File: src/rtl/dmux_pkg.sv
package dmux_pkg;
   localparam int CFG_W     = 32;
   localparam int EN_BIT    = 31;
   localparam int TRIG_BIT  = 30;
   localparam int AON_BIT   = 29;
   localparam int SRC_LSB   = 0;

   typedef enum logic [2:0] {
      MODE_OFF,
      MODE_PASS,
      MODE_GATED,
      MODE_HOLD,
      MODE_HOLD_TRIG
   } slot_mode_e;

   function automatic slot_mode_e decode_mode(input logic en, input logic trig, input logic aon);
      if (!en)             return MODE_OFF;
      else if (aon && trig) return MODE_HOLD_TRIG;
      else if (aon)         return MODE_HOLD;
      else if (trig)        return MODE_GATED;
      else                  return MODE_PASS;
   endfunction
endpackage

File: src/rtl/dmux_cfg_reg.sv
module dmux_cfg_reg #(
   parameter int SEL_W    = 7,
   parameter bit HAS_TRIG = 1'b1
) (
   input  logic             clk,
   input  logic             rst_n,
   input  logic             we,
   input  logic [31:0]      wdata,
   output logic             en_q,
   output logic             trig_q,
   output logic             aon_q,
   output logic [SEL_W-1:0] src_q
);
   import dmux_pkg::*;

   logic full_write;
   logic trig_in;

   // fields may all change unless the slot stays enabled across the write
   assign full_write = !en_q || !wdata[EN_BIT];

   generate
      if (HAS_TRIG) begin : g_trig
         assign trig_in = wdata[TRIG_BIT];
      end else begin : g_no_trig
         assign trig_in = 1'b0;
      end
   endgenerate

   always_ff @(posedge clk or negedge rst_n) begin
      if (!rst_n) begin
         en_q   <= 1'b0;
         trig_q <= 1'b0;
         aon_q  <= 1'b0;
         src_q  <= '0;
      end else if (we) begin
         en_q  <= wdata[EN_BIT];
         aon_q <= wdata[AON_BIT];
         if (full_write) begin
            trig_q <= trig_in;
            src_q  <= wdata[SRC_LSB +: SEL_W];
         end
      end
   end
endmodule

File: src/rtl/dmux_src_sel.sv
module dmux_src_sel #(
   parameter int NUM_SRC = 128,
   parameter int SEL_W   = 7
) (
   input  logic [NUM_SRC-1:0] lines,
   input  logic [SEL_W-1:0]   sel,
   output logic               hit
);
   logic [NUM_SRC-1:0] onehot;

   // line 0 is the "nothing connected" code
   assign onehot[0] = 1'b0;
   generate
      for (genvar i = 1; i < NUM_SRC; i++) begin : g_dec
         assign onehot[i] = (sel == SEL_W'(i)) && lines[i];
      end
   endgenerate

   assign hit = |onehot;
endmodule

File: src/rtl/dmux_req_gen.sv
module dmux_req_gen (
   input  logic               clk,
   input  logic               rst_n,
   input  dmux_pkg::slot_mode_e mode,
   input  logic               sel_hit,
   input  logic               trig_pulse,
   input  logic               ack,
   output logic               req
);
   import dmux_pkg::*;

   logic armed_q;
   logic uses_trig;

   assign uses_trig = (mode == MODE_GATED) || (mode == MODE_HOLD_TRIG);

   always_ff @(posedge clk or negedge rst_n) begin
      if (!rst_n)                  armed_q <= 1'b0;
      else if (!uses_trig)         armed_q <= 1'b0;
      else if (trig_pulse)         armed_q <= 1'b1;
      else if (ack)                armed_q <= 1'b0;
   end

   always_comb begin
      unique case (mode)
         MODE_PASS:      req = sel_hit;
         MODE_GATED:     req = armed_q && sel_hit;
         MODE_HOLD:      req = 1'b1;
         MODE_HOLD_TRIG: req = armed_q;
         default:        req = 1'b0;
      endcase
   end
endmodule

File: src/rtl/dmux_slot.sv
module dmux_slot #(
   parameter int NUM_SRC    = 128,
   parameter int SEL_W      = 7,
   parameter int CHAN_IDX   = 0,
   parameter int TRIG_CHANS = 4
) (
   input  logic               clk,
   input  logic               rst_n,
   input  logic               cfg_we,
   input  logic [31:0]        cfg_wdata,
   output logic [31:0]        cfg_rdata,
   input  logic [NUM_SRC-1:0] src_req,
   input  logic               trig_pulse,
   input  logic               dma_ack,
   output logic               dma_req
);
   import dmux_pkg::*;

   localparam bit HAS_TRIG = (CHAN_IDX < TRIG_CHANS);

   initial begin
      if (NUM_SRC < 2 || NUM_SRC > (1 << SEL_W))
         $error("dmux_slot: NUM_SRC must fit the source field");
      if (SEL_W > AON_BIT)
         $error("dmux_slot: source field overlaps control bits");
   end

   logic             en_q, trig_q, aon_q;
   logic [SEL_W-1:0] src_q;
   logic             hit;
   slot_mode_e       mode;

   dmux_cfg_reg #(.SEL_W(SEL_W), .HAS_TRIG(HAS_TRIG)) u_cfg (
      .clk(clk), .rst_n(rst_n), .we(cfg_we), .wdata(cfg_wdata),
      .en_q(en_q), .trig_q(trig_q), .aon_q(aon_q), .src_q(src_q)
   );

   dmux_src_sel #(.NUM_SRC(NUM_SRC), .SEL_W(SEL_W)) u_sel (
      .lines(src_req), .sel(src_q), .hit(hit)
   );

   assign mode = decode_mode(en_q, trig_q, aon_q);

   dmux_req_gen u_gen (
      .clk(clk), .rst_n(rst_n), .mode(mode), .sel_hit(hit),
      .trig_pulse(trig_pulse), .ack(dma_ack), .req(dma_req)
   );

   always_comb begin
      cfg_rdata                     = '0;
      cfg_rdata[EN_BIT]             = en_q;
      cfg_rdata[TRIG_BIT]           = trig_q;
      cfg_rdata[AON_BIT]            = aon_q;
      cfg_rdata[SRC_LSB +: SEL_W]   = src_q;
   end
endmodule

File: config.mk
export PLATFORM = sky130hd
export DESIGN_NAME = dmux_slot
export DESIGN_NICKNAME = d
export VERILOG_FILES = /design/src/rtl/dmux_pkg.sv /design/src/rtl/dmux_cfg_reg.sv /design/src/rtl/dmux_src_sel.sv /design/src/rtl/dmux_req_gen.sv /design/src/rtl/dmux_slot.sv
export SDC_FILE = /design/constraint.sdc
export NUM_CORES = 1
export LEC_CHECK = 0
export BUFFER_PORTS_ARGS = -buffer_cell sky130_fd_sc_hd__buf_4
export CORE_ASPECT_RATIO = 1.4
export CORE_MARGIN = 4
export CORE_UTILIZATION = 41
export DETAILED_ROUTE_END_ITERATION = 12
export PLACE_DENSITY_LB_ADDON = 0.15
export SLEW_MARGIN = 25
export SYNTH_ARGS = -nofsm -noshare
export SYNTH_HDL_FRONTEND = slang
export SYNTH_SLANG_ARGS = --single-unit
File: constraint.sdc
create_clock -name clk -period 4.4 [get_ports clk]
set_clock_uncertainty 0.1 [all_clocks]
set_input_delay 1.1 -clock clk [delete_from_list [all_inputs] [get_ports clk]]
set_output_delay 1.1 -clock clk [all_outputs]
set_load 0.1 [all_outputs]
=== Word-level counts from Yosys, hierarchy flattened ===
Cells that the tools add are included.

* Output and inout port bits: 33
* Bits of input ports: 165
* Flip-flop bits (word level): 11
* Logic and storage cells: 280

* Mux-type cells: 8
* Reduce and logical (&&, ||, !) cells: 135
* Eq/ne operators: 132

{| class="wikitable"
|+ Operators with widths
! kind !! number
|-
| $eq A7 B7 Y1 const B || 64
|-
| $eq A7 B6 Y1 const B || 32
|-
| $logic_and A1 B1 Y1 || 129
|-
| $reduce_or A127 Y1 || 1
|-
| $eq A7 B5 Y1 const B || 16
|-
| $eq A7 B4 Y1 const B || 8
|-
| $eq A7 B3 Y1 const B || 4
|-
| $eq A7 B2 Y1 const B || 2
|-
| $eq A7 B1 Y1 const B || 1
|-
| $eq A3 B2 Y1 const B || 2
|-
| $mux W3 || 2
|-
| $mux W2 || 2
|-
| $pmux W1 S4 || 1
|-
| $eq A3 B1 Y1 const B || 1
|-
| $eq A3 B3 Y1 const B || 1
|-
| $mux W1 || 3
|-
| $ne A3 B3 Y1 const B || 1
|-
| $logic_not A1 Y1 || 2
|-
| $logic_or A1 B1 Y1 || 2
|-
| $reduce_and A2 Y1 || 1
|}

=== Logic depth before layout (Yosys ltp) ===
* Depth in word-level cells: 7
* Mapped depth: 9
* Depth with buffers taken out: 8

=== Cells and area by module ===
Synthesis repeated with hierarchy kept, for this count alone.

* Cell total of the unflattened synthesis: 252
* Area total of the unflattened synthesis: 2098.3 um2

{| class="wikitable"
|+ Modules (own cells, without submodules)
! module !! sequential area each (um2) !! area an instance (um2) !! cells an instance !! times used
|-
| dmux_src_sel || 0.0 || 1377.6 || 189 || 1
|-
| dmux_cfg_reg || 250.2 || 381.6 || 21 || 1
|-
| dmux_slot || 0.0 || 245.2 || 32 || 1
|-
| dmux_req_gen || 25.0 || 93.8 || 10 || 1
|}

=== Worst setup path after synthesis ===
Ideal clock, no wire load.

* Path kind: register -> output
* Start point: register u_cfg.src_q[0]
* End point: output dma_req
* Buffers on the path: 2
* Data required time: 3.200 ns
* Path slack: -0.606 ns
* Stages on the path, launching flop included: 9
* Arrival: 3.806 ns
* Path through: dfrtp_1 > buf_4 > nor2b_1 > buf_2 > a22oi_1 > o21ai_0 > o311ai_0 > a21o_1 > a31oi_1

* Cells in the longest elaborated chain, start to end: 5
* Elaborated cells on any way between the ends: 257
* Classes of those cells: 127 x eq/ne; 1 x mux; 129 x reduce/logical

{| class="wikitable"
|+ Ends and longest elaborated chain
! item !! RTL line !! RTL
|-
| from (decl) || dmux_cfg_reg.sv:12 || <nowiki>output logic [SEL_W-1:0] src_q</nowiki>
|-
| from (signal assigned) || dmux_cfg_reg.sv:41 || <nowiki>src_q <= wdata[SRC_LSB +: SEL_W];</nowiki>
|-
| $eq A7 B1 Y1, or another cell as far along || dmux_src_sel.sv:15 || <nowiki>assign onehot[i] = (sel == SEL_W'(i)) && lines[i];</nowiki>
|-
| $logic_and A1 B1 Y1 || dmux_src_sel.sv:15 ||
|-
| $reduce_or A127 Y1 * || dmux_src_sel.sv:19 || <nowiki>assign hit = |onehot;</nowiki>
|-
| $logic_and A1 B1 Y1 || dmux_req_gen.sv:27 || <nowiki>MODE_GATED: req = armed_q && sel_hit;</nowiki>
|-
| $pmux W1 S4 * || dmux_req_gen.sv:25 || <nowiki>unique case (mode)</nowiki>
|-
| to (decl) || dmux_slot.sv:15 || <nowiki>output logic dma_req</nowiki>
|}

Every way passes the cells marked *; elsewhere a longest branch is shown, timed or not.

=== Worst setup path in the final report ===
* Start point: input src_req[95]
* End point: output dma_req

* Cells in the longest elaborated chain, start to end: 4

{| class="wikitable"
|+ Ends and longest elaborated chain
! item !! RTL line !! RTL
|-
| from (decl) || dmux_slot.sv:12 || <nowiki>input logic [NUM_SRC-1:0] src_req,</nowiki>
|-
| $logic_and A1 B1 Y1 * || dmux_src_sel.sv:15 ||
|-
| $reduce_or A127 Y1 * || dmux_src_sel.sv:19 ||
|-
| $logic_and A1 B1 Y1 || dmux_req_gen.sv:27 ||
|-
| $pmux W1 S4 * || dmux_req_gen.sv:25 ||
|}

Marks and branches as above.

==> impl_metrics.env <==
export IMPL_drc=0
export IMPL_grt_max_degree=22
export IMPL_cp_top_family="compound AO/OA/AOI/OAI gates"
export IMPL_die_h_um=94.1
export IMPL_dieWidth_um=69.5
export IMPL_wl_per_cell_um=17.3
export IMPL_path_class="in -> out"
export IMPL_start_kind="input pin"
export IMPL_grt_total_usage=0.243
export IMPL_dr_total_vias=2697
export IMPL_port_buffers=152
export IMPL_antenna_found_initial=0
export IMPL_start_util=0.421
export IMPL_avgSynthCellArea_sq_um=7.90
export IMPL_synth_ff_latch_count=11
export IMPL_cts_tree="done"
export IMPL_relSlewSlack=0.409
export IMPL_synth_flop_cell="dfrtp_1"
export IMPL_fp_coreArea_sq_um=5160
export IMPL_path_clk_slew_ns=0.05
export IMPL_cts_buffer_depth=2
export IMPL_rsz0062_at_grt="no"
export IMPL_reg2reg_from="u_cfg.en_q$_DFFE_PN0P_"
export IMPL_cap_viol_max_count=0
export IMPL_diodes=0
export IMPL_yosysSeqAreaShare=0.127
export IMPL_fillers=505
export IMPL_crit_top_cell="buf_4"
export IMPL_routed_wl_um=8360
export IMPL_finalHoldViolations=0
export IMPL_synth_edf_count=0
export IMPL_vias_per_cell=5.58
export IMPL_crit_path_end_kind="output pin"
export IMPL_seqCellArea_sq_um=275
export IMPL_reg2reg_depth=2
export IMPL_hpwl_um=6910
export IMPL_root_buffer="clkbuf_8"
export IMPL_multiInputGateArea_sq_um=1630
export IMPL_min_path_cells=2
export IMPL_drv_slew=0
export IMPL_syn_area_sq_um=2170
export IMPL_syn_to_final_growth_pct=51.8
export IMPL_period_share=0.934
export IMPL_arrival_ns=2.91
export IMPL_post_cts_resize_count=0
export IMPL_pin_count=198
export IMPL_reg2reg_slack_ns=2.62
export IMPL_cts_buffers_inserted=3
export IMPL_clk_latency_ns=0.24
export IMPL_drt_first_pass_iters=4
export IMPL_p_leak_nw=1.58
export IMPL_max_freq_mhz=243
export IMPL_crit_path_cell_trace="buf_4, mux4_2, nand2b_1, a21oi_1, a211o_1, a2111oi_2, a31oi_2, buf_4"
export IMPL_drive_gt1_frac=0.460
export IMPL_netlist_instances=275
export IMPL_hold_path_endpoint="u_cfg.aon_q$_DFFE_PN0P_"
export IMPL_reg2reg_to="u_cfg.src_q[1]$_DFFE_PN0P_"
export IMPL_nNetsFinal=585
export IMPL_power_density_nw_per_um2=269
export IMPL_cts_htree_levels=1
export IMPL_drtIter0Drc=181
export IMPL_ys_warn_count=0
export IMPL_grt_overflow=0
export IMPL_vdd_drop_max_uv=232
export IMPL_cp_num_buf_inv=2
export IMPL_async_flop_share=1.00
export IMPL_cts_sinks=11
export IMPL_ant_nets=0
export IMPL_cts_setup_buffers=0
export IMPL_rows=31
export IMPL_power_uw=888
export IMPL_globalplace_congestion=0.822
export IMPL_cp_required_ns=3.20
export IMPL_holdCritStartpoint="u_cfg.aon_q$_DFFE_PN0P_"
export IMPL_tns_ns=0
export IMPL_setup_viol_count_final=0
export IMPL_worst_slew_pin_slew_ns=0.885
export IMPL_grt_pass1_wl_um=13000
export IMPL_status="completed"
export IMPL_first_global_vias=2738
export IMPL_fin_crit_ns=4.11
export IMPL_hold_buffers=0
export IMPL_yosysUniqueCellTypes=62
export IMPL_cpMaxStageDelayCell="mux4_2"
export IMPL_critPathMaxFanout=1
export IMPL_min_path_type="reg -> reg"
export IMPL_critPathMaxStageDelay_ns=0.46
export IMPL_dieArea_sq_um=6550
-- metal layers --
metal  share of wire  vias to the layer above  global-route usage
li1                -                     1299                   -
met2            0.54                      131               0.470
met4           0.019                        0              0.0749
met5               0                        -                   0
met3           0.085                       17              0.0493
met1            0.35                     1250               0.262
-- through the flow --
step / hold slack, ns / setup WS (ns) / instances / instance area, sq um / utilization
floorplan: 0.436 / 0.0238 / 296 / 2260 / -
finish: 0.508 / 0.289 / 483 / 3300 / 0.639
global route: 0.547 / 0.122 / 483 / 3300 / 0.639
global placement: 0.477 / 0.312 / 479 / 3250 / 0.631
CTS: 0.511 / 0.295 / 483 / 3300 / 0.639
detailed placement: 0.481 / 0.293 / 479 / 3250 / 0.631
-- worst max path at each step --
stage	slack (ns)	cells after the start	start	to
CTS	0.29	8	src_req[95]	dma_req
global route	0.12	8	u_cfg.src_q[0]$_DFFE_PN0P_	dma_req
floorplan	0.02	8	u_cfg.src_q[0]$_DFFE_PN0P_	dma_req
global placement	0.31	8	src_req[95]	dma_req
finish	0.29	8	src_req[95]	dma_req
detailed placement	0.29	8	src_req[95]	dma_req
-- state kept, by name, summed over array words and instances, names as in the netlist --
| signal | flops |
|---|---|
| u_cfg.aon_q | 1 |
| u_cfg.en_q | 1 |
| u_cfg.src_q | 7 |
| u_cfg.trig_q | 1 |
| u_gen.armed_q | 1 |
-- cell usage in the layout, fill, tap and decap left out, types with 4 or more instances in the layout --
cell,count
nand2_1,18
a211oi_1,4
dfrtp_1,11
conb_1,22
a22oi_1,12
a21oi_1,13
nor2b_1,8
buf_4,164
and3b_1,7
inv_1,7
a221oi_1,4
o21ai_0,19
nor2_1,11
mux2_2,11
nor3_1,4
nand2b_1,5
nand3b_1,10
nand3_1,4
mux2i_1,13
-- cell usage after synthesis, types with 7 or more instances --
master,number,share of area
and3b_1,7,0.028
o21ai_0,19,0.044
buf_4,27,0.093
inv_1,7,0.012
nand2_1,18,0.031
a22oi_1,12,0.041
nor2_1,11,0.019
nor2b_1,8,0.023
a21oi_1,13,0.030
mux2_2,11,0.057
nand3b_1,10,0.035
dfrtp_1,11,0.13
mux2i_1,13,0.060
buf_2,12,0.028
-- worst register-to-register path, stage by stage (launching register included) --
cell and delay [ns]:
dfrtp_1 0.44, a21boi_1 0.70, mux2_2 0.42
-- cells by family (layout without fill, tap and decap cells) --
group,after synthesis,after routing,share of synthesized area
adders and majority gates,2,2,0.0115
other,1,22,0.00173
and+or+nand+nor,91,91,0.258
AOI/OAI and AO/OA,89,89,0.304
muxes,26,26,0.138
DFF,11,11,0.127
buffers and inverters,55,176,0.161
-- power breakdown --
group	internal [mW]	leakage (nW)	total, mW	switching (mW)
clock network	0.0635	0.0228	0.100	0.0369
logic	0.246	1.43	0.627	0.381
registers	0.114	0.132	0.161	0.0477
-- final cells by class --
cell class / instances / area share
Timing Repair Buffer: 164 / 0.373
Tap cell: 66 / 0.0250
Inverter: 8 / 0.00910
Multi-Input combinational cell: 230 / 0.495
Clock buffer: 4 / 0.0137
Sequential cell: 11 / 0.0835
Power figures use the tool's default switching activity.
